**src/rtl/sar_bus_adc.sv**
```systemverilog
module sar_bus_adc #(
  parameter int DATA_W    = 8,
  parameter int PHASES    = 8,
  parameter int SEQ_LEN   = 65,
  parameter int SAR_FIRST = 48
) (
  input  logic              clk,
  input  logic              rst,
  input  logic              cs_n,
  input  logic              rd_n,
  input  logic              wr_n,
  input  logic              cmp_ge,
  output logic [DATA_W-1:0] trial_code,
  output logic              intr_n,
  output logic              data_oe,
  output logic [DATA_W-1:0] data_out
);

  localparam int PH_W  = $clog2(PHASES);
  localparam int CNT_W = $clog2(SEQ_LEN + 1);
  localparam int LAT_W = $clog2(SEQ_LEN + PHASES + 2);
  localparam logic [PH_W-1:0]   PH_LAST  = PH_W'(PHASES - 1);
  localparam logic [CNT_W-1:0]  SAR_LO   = CNT_W'(SAR_FIRST);
  localparam logic [CNT_W-1:0]  SAR_HI   = CNT_W'(SAR_FIRST + DATA_W);
  localparam logic [CNT_W-1:0]  SAR_ARM  = CNT_W'(SAR_FIRST - 1);
  localparam logic [CNT_W-1:0]  SEQ_END  = CNT_W'(SEQ_LEN - 1);
  localparam logic [DATA_W-1:0] MSB_MASK = {1'b1, {(DATA_W-1){1'b0}}};
  localparam logic [LAT_W-1:0]  LAT_MIN  = LAT_W'(SEQ_LEN + 1);
  localparam logic [LAT_W-1:0]  LAT_MAX  = LAT_W'(SEQ_LEN + PHASES);

  typedef enum logic [1:0] {ST_IDLE, ST_SYNC, ST_RUN} state_t;

  state_t            state;
  logic [PH_W-1:0]   phase;
  logic [CNT_W-1:0]  cnt;
  logic [DATA_W-1:0] code, result;
  logic              intr_q, wr_act_q, rd_act_q;
  logic [LAT_W-1:0]  lat_q;

  wire wr_act = !cs_n && !wr_n;
  wire rd_act = !cs_n && !rd_n;
  wire start  = wr_act_q && !wr_act;
  wire clr    = (wr_act && !wr_act_q) || (rd_act && !rd_act_q);
  wire in_sar = (cnt >= SAR_LO) && (cnt < SAR_HI);

  logic [DATA_W-1:0] cur_bit, code_dec;
  always_comb begin
    cur_bit  = MSB_MASK >> (cnt - SAR_LO);
    code_dec = (cmp_ge ? code : (code & ~cur_bit)) | (cur_bit >> 1);
  end

  always_ff @(posedge clk) begin
    if (rst) begin
      state    <= ST_IDLE;
      phase    <= '0;
      cnt      <= '0;
      code     <= '0;
      result   <= '0;
      intr_q   <= 1'b1;
      wr_act_q <= 1'b0;
      rd_act_q <= 1'b0;
    end else begin
      phase    <= (phase == PH_LAST) ? '0 : phase + 1'b1;
      wr_act_q <= wr_act;
      rd_act_q <= rd_act;
      if (clr) intr_q <= 1'b1;
      if (wr_act) begin
        state <= ST_IDLE;
        code  <= '0;
      end else if (start) begin
        state <= ST_SYNC;
        code  <= '0;
      end else begin
        case (state)
          ST_SYNC: if (phase == PH_LAST) begin
            state <= ST_RUN;
            cnt   <= '0;
          end
          ST_RUN: begin
            cnt <= cnt + 1'b1;
            if (cnt == SAR_ARM) code <= MSB_MASK;
            else if (in_sar)    code <= code_dec;
            if (cnt == SEQ_END) begin
              result <= code;
              intr_q <= 1'b0;
              state  <= ST_IDLE;
              code   <= '0;
            end
          end
          default: ;
        endcase
      end
    end
  end

  always_ff @(posedge clk) begin
    if (rst)                   lat_q <= '0;
    else if (start)            lat_q <= '0;
    else if (state != ST_IDLE) lat_q <= lat_q + 1'b1;
  end

  assign trial_code = code;
  assign intr_n     = intr_q;
  assign data_oe    = rd_act;
  assign data_out   = rd_act ? result : '0;

  initial begin
    assert (SAR_FIRST >= 1 && SAR_FIRST + DATA_W < SEQ_LEN);
  end

  AST_RESET_VALUES: assert property (@(posedge clk) disable iff (rst)
    $past(rst) |-> (intr_n && trial_code == '0 && result == '0));

  AST_DESEL_NO_CLEAR: assert property (@(posedge clk) disable iff (rst)
    $rose(intr_n) |-> ($past(rst) || !$past(cs_n)));

  AST_HOLD_IDLE: assert property (@(posedge clk) disable iff (rst)
    (!cs_n && !wr_n) |=> (trial_code == '0 && !$fell(intr_n)));

  AST_LATENCY_WINDOW: assert property (@(posedge clk) disable iff (rst)
    $fell(intr_n) |-> (lat_q >= LAT_MIN && lat_q <= LAT_MAX));

  AST_RESULT_AT_END: assert property (@(posedge clk) disable iff (rst)
    !$stable(result) |-> $fell(intr_n));

endmodule

```
**config.mk**
```make
export PLATFORM = sky130hd
export DESIGN_NAME = sar_bus_adc
export DESIGN_NICKNAME = d
export VERILOG_FILES = /design/src/rtl/sar_bus_adc.sv
export SDC_FILE = /design/constraint.sdc
export NUM_CORES = 1
export LEC_CHECK = 0
export ABC_AREA = 1
export ABC_CLOCK_PERIOD_IN_PS = 2150
export CORE_MARGIN = 2
export CORE_UTILIZATION = 40
export CTS_CLUSTER_SIZE = 30
export DETAILED_ROUTE_END_ITERATION = 8
export DONT_BUFFER_PORTS = 1
export PLACE_DENSITY_LB_ADDON = 0.25
export SETUP_SLACK_MARGIN = 0.1
export SYNTH_ARGS = -nofsm -noshare
export SYNTH_HDL_FRONTEND = slang
export SYNTH_SLANG_ARGS = --single-unit
```
**constraint.sdc**
```tcl
create_clock -name clk -period 2.15 [get_ports clk]
set_input_delay 0.215 -clock clk [delete_from_list [all_inputs] [get_ports clk]]
set_output_delay 0.215 -clock clk [all_outputs]
set_load 0.01 [all_outputs]
```
==> results.py <==
metrics = {
    "yosys": {
        "yosys.area.top_type": "dfxtp_1",
        "async_flop_share": 0,
        "ys_ff_latch": 31,
        "yosysTopAreaCellShare": 0.384,
        "synth_common_cells": "nand2_1, inv_1, dfxtp_1",
        "synth.most_common_cell": "nand2_1",
        "synth-main-ff-cell": "dfxtp_1",
        "synth_seq_area_share": 0.384,
        "syn_avg_cell_area_sq_um": 6.99,
        "ys_top_cells_by_area": "dfxtp_1, nand2_1, inv_1, nor2_1, a21oi_1",
        "synthCells": 231,
        "yosysUniqueCellTypes": 29,
        "syn_area_sq_mm": 0.00162,
        "synth_edf_count": 0,
        "yosys_warnings": 0,
        "syn-num-nets": 243,
    },
    "timing": {
        "period_minus_slack_ns": 1.72,
        "fmax_mhz": 582,
        "fin_tns_setup_ns": 0,
        "max_slew_margin": 0.763,
        "tightest_slew_ns": 0.355,
        "drv_slew": 0,
        "skew_ns": 0.00290,
        "setup_viol": 0,
        "rsz0062_at_grt": "false",
        "finalHoldViolCount": 0,
        "period_share": 0.799,
    },
    "critical_path": {
        "crit_top_cell": "inv_1",
        "slowest_delay_ns": 0.38,
        "worstPathCellList": "inv_1 -> ha_1 -> inv_1 -> nor2_1 -> nand3_4 -> nor2_2 -> nand2_2 -> o21ai_0 -> a21oi_1",
        "critPathKind": "reg2reg",
        "crit_path_end_kind": "register",
        "cp_slowest_cell": "dfxtp_1",
        "cp_max_fo": 17,
        "startpoint_type": "register",
        "crit_arrival_ns": 1.90,
        "crit_required_ns": 2.33,
    },
    "clock_network": {
        "root_buffer": "clkbuf_8",
        "cts.htree.levels": 2,
        "cts_setup_buffers": 0,
        "clk_pin_slew_worst_paths_ns": 0.07,
        "cts_resized": 0,
        "clock_latency_ns": 0.29,
        "cts_tree": "yes",
        "cts_made_buffers": 5,
        "cts_sinks": 31,
        "clockBufferDepth": 2,
    },
    "die": {
        "initial_core_util": 0.410,
        "dieArea_sq_mm": 0.00456,
        "rows": 23,
        "core_sq_mm": 0.00394,
        "die_h_um": 67.5,
        "io_pins": 24,
        "die_w_um": 67.5,
    },
    "placement": {
        "hpwl_um": 2460,
        "io_buffer_count": 0,
        "place_congestion": 0.826,
        "dp_cells": 279,
    },
    "global_route": {
        "first_global_vias": 1272,
        "grt_max_degree": 18,
        "grt_overflow": 0,
        "grtUsageTotal": 0.171,
        "antenna_found_initial": 0,
        "grt_pass1_wl_um": 5800,
    },
    "final_layout": {
        "layout-drive-gt1-share": 0.101,
        "syn_to_final_growth_pct": 10.6,
        "antenna_cells": 0,
        "fin_util": 0.453,
        "stdcell_count": 288,
        "nets": 249,
    },
    "route": {
        "post-route-drc-count": 0,
        "dr.pass1.iters": 5,
        "drt-total-wl_um": 3330,
        "antenna_left": 0,
        "drt_iter0_drc": 73,
        "avgRoutedWirePerCell_um": 11.6,
        "vias": 1408,
        "vias_per_cell": 4.89,
    },
    "worst_hold_path": {
        "min_path_type": "in2reg",
    },
    "pwr": {
        "irDropWorstVdd_uv": 271,
        "p_per_area_mw_per_mm2": 704,
        "p_leak_nw": 0.698,
    },
    "status": {
        "status": "finished, final reports clean",
    },
    "job": {
        "max_cap_viol_count": 0,
    },
}
## final timing paths
kind,cells past startpoint,slack (ns),startpoint,endpoint
setup / recovery,9,0.43,cnt[0],result[0]
hold / removal,3,0.13,wr_n,wr_act_q
setup reg to reg,9,0.43,cnt[0],result[0]
hold reg to reg,1,0.43,phase[0],phase[0]
## area by class of cell
cell class / instances / area [sq um]
Clock buffer: 6 / 82.6
Clock inverter: 2 / 35.0
Fill cell: 411 / 2160
Inverter: 35 / 131
Multi-Input combinational cell: 161 / 830
Sequential cell: 31 / 621
Tap cell: 50 / 62.6
Timing Repair Buffer: 3 / 25.0
## timing repair
action	4_1_cts	5_1_grt
endpoints found under the setup margin	0	0
hold buffers	1	0
hold endpoints to repair	5	0
## worst max-delay path, delay by kind of cell, from the launching register on
family | cells | cell delay, ns
adders and majority gates | 1 | 0.17
AOI/OAI and AO/OA | 2 | 0.27
and+or+nand+nor | 4 | 0.55
DFF | 1 | 0.38
buffers and inverters | 2 | 0.22
## metrics by stage
| step | total power (W) | hold WS, ns | worst slack, ns | instance area [sq um] |
|---|---|---|---|---|
| after global routing | 0.00131 | 0.146 | 0.194 | 1790 |
| after floorplan | 0.000646 | 0.284 | 0.602 | 1620 |
| final | 0.00126 | 0.133 | 0.431 | 1790 |
| after global placement | 0.000660 | 0.288 | 0.459 | 1660 |
| after detailed placement | 0.000661 | 0.288 | 0.418 | 1660 |
| after CTS | 0.00127 | 0.128 | 0.406 | 1790 |
## logic make-up after synthesis
family / count (synthesis) / synth area share
XOR/XNOR: 1 / 0.00542
buffers and inverters: 39 / 0.102
adder cells (fa/ha/maj): 6 / 0.0465
AO/OA/AOI/OAI: 40 / 0.137
flip-flops: 31 / 0.384
AND/OR/NAND/NOR: 114 / 0.325
## report_power, final
group / leakage (nW) / total, W / switching [W] / internal [W]
combinational: 0.386 / 0.0000638 / 0.0000425 / 0.0000213
sequential: 0.251 / 0.000586 / 0.00000405 / 0.000582
clock: 0.0612 / 0.000608 / 0.000233 / 0.000375
## layout by cell type (no fill, tap or decap)
| cell type | n |
|---|---|
| buf_4 | 2 |
| nand2_2 | 1 |
| clkinv_1 | 1 |
| nand4_1 | 6 |
| dlygate4sd3_1 | 1 |
| nor3b_1 | 1 |
| clkbuf_8 | 6 |
| o21ai_0 | 12 |
| nor2_2 | 4 |
| o22ai_1 | 1 |
| o21ai_1 | 1 |
| nor2_1 | 30 |
| a21boi_0 | 1 |
| nor3_1 | 4 |
| nand3_4 | 1 |
| dfxtp_1 | 31 |
| ha_1 | 6 |
| inv_1 | 33 |
| a21oi_1 | 22 |
| xor2_1 | 1 |
| nand3_1 | 8 |
| or2_1 | 1 |
| a21boi_1 | 1 |
| clkinv_2 | 1 |
| o21ai_2 | 1 |
| nand3_2 | 3 |
| inv_2 | 1 |
| nor2_4 | 2 |
| bufinv_16 | 1 |
| nand2_1 | 53 |
| o21ai_4 | 1 |
## metal layers
layer | share of wire | GRT usage
met1 | 0.47 | 0.220
met2 | 0.45 | 0.256
met3 | 0.061 | 0.0533
met4 | 0.025 | 0.0842
met5 | 0 | 0
## state kept, by name (all words and copies together) (netlist names)
| register | flops |
|---|---|
| trial_code | 8 |
| intr_n | 1 |
| result | 8 |
| state | 2 |
| rd_act_q | 1 |
| phase | 3 |
| wr_act_q | 1 |
| cnt | 7 |
Note: power is estimated with default switching activity, not from simulation.
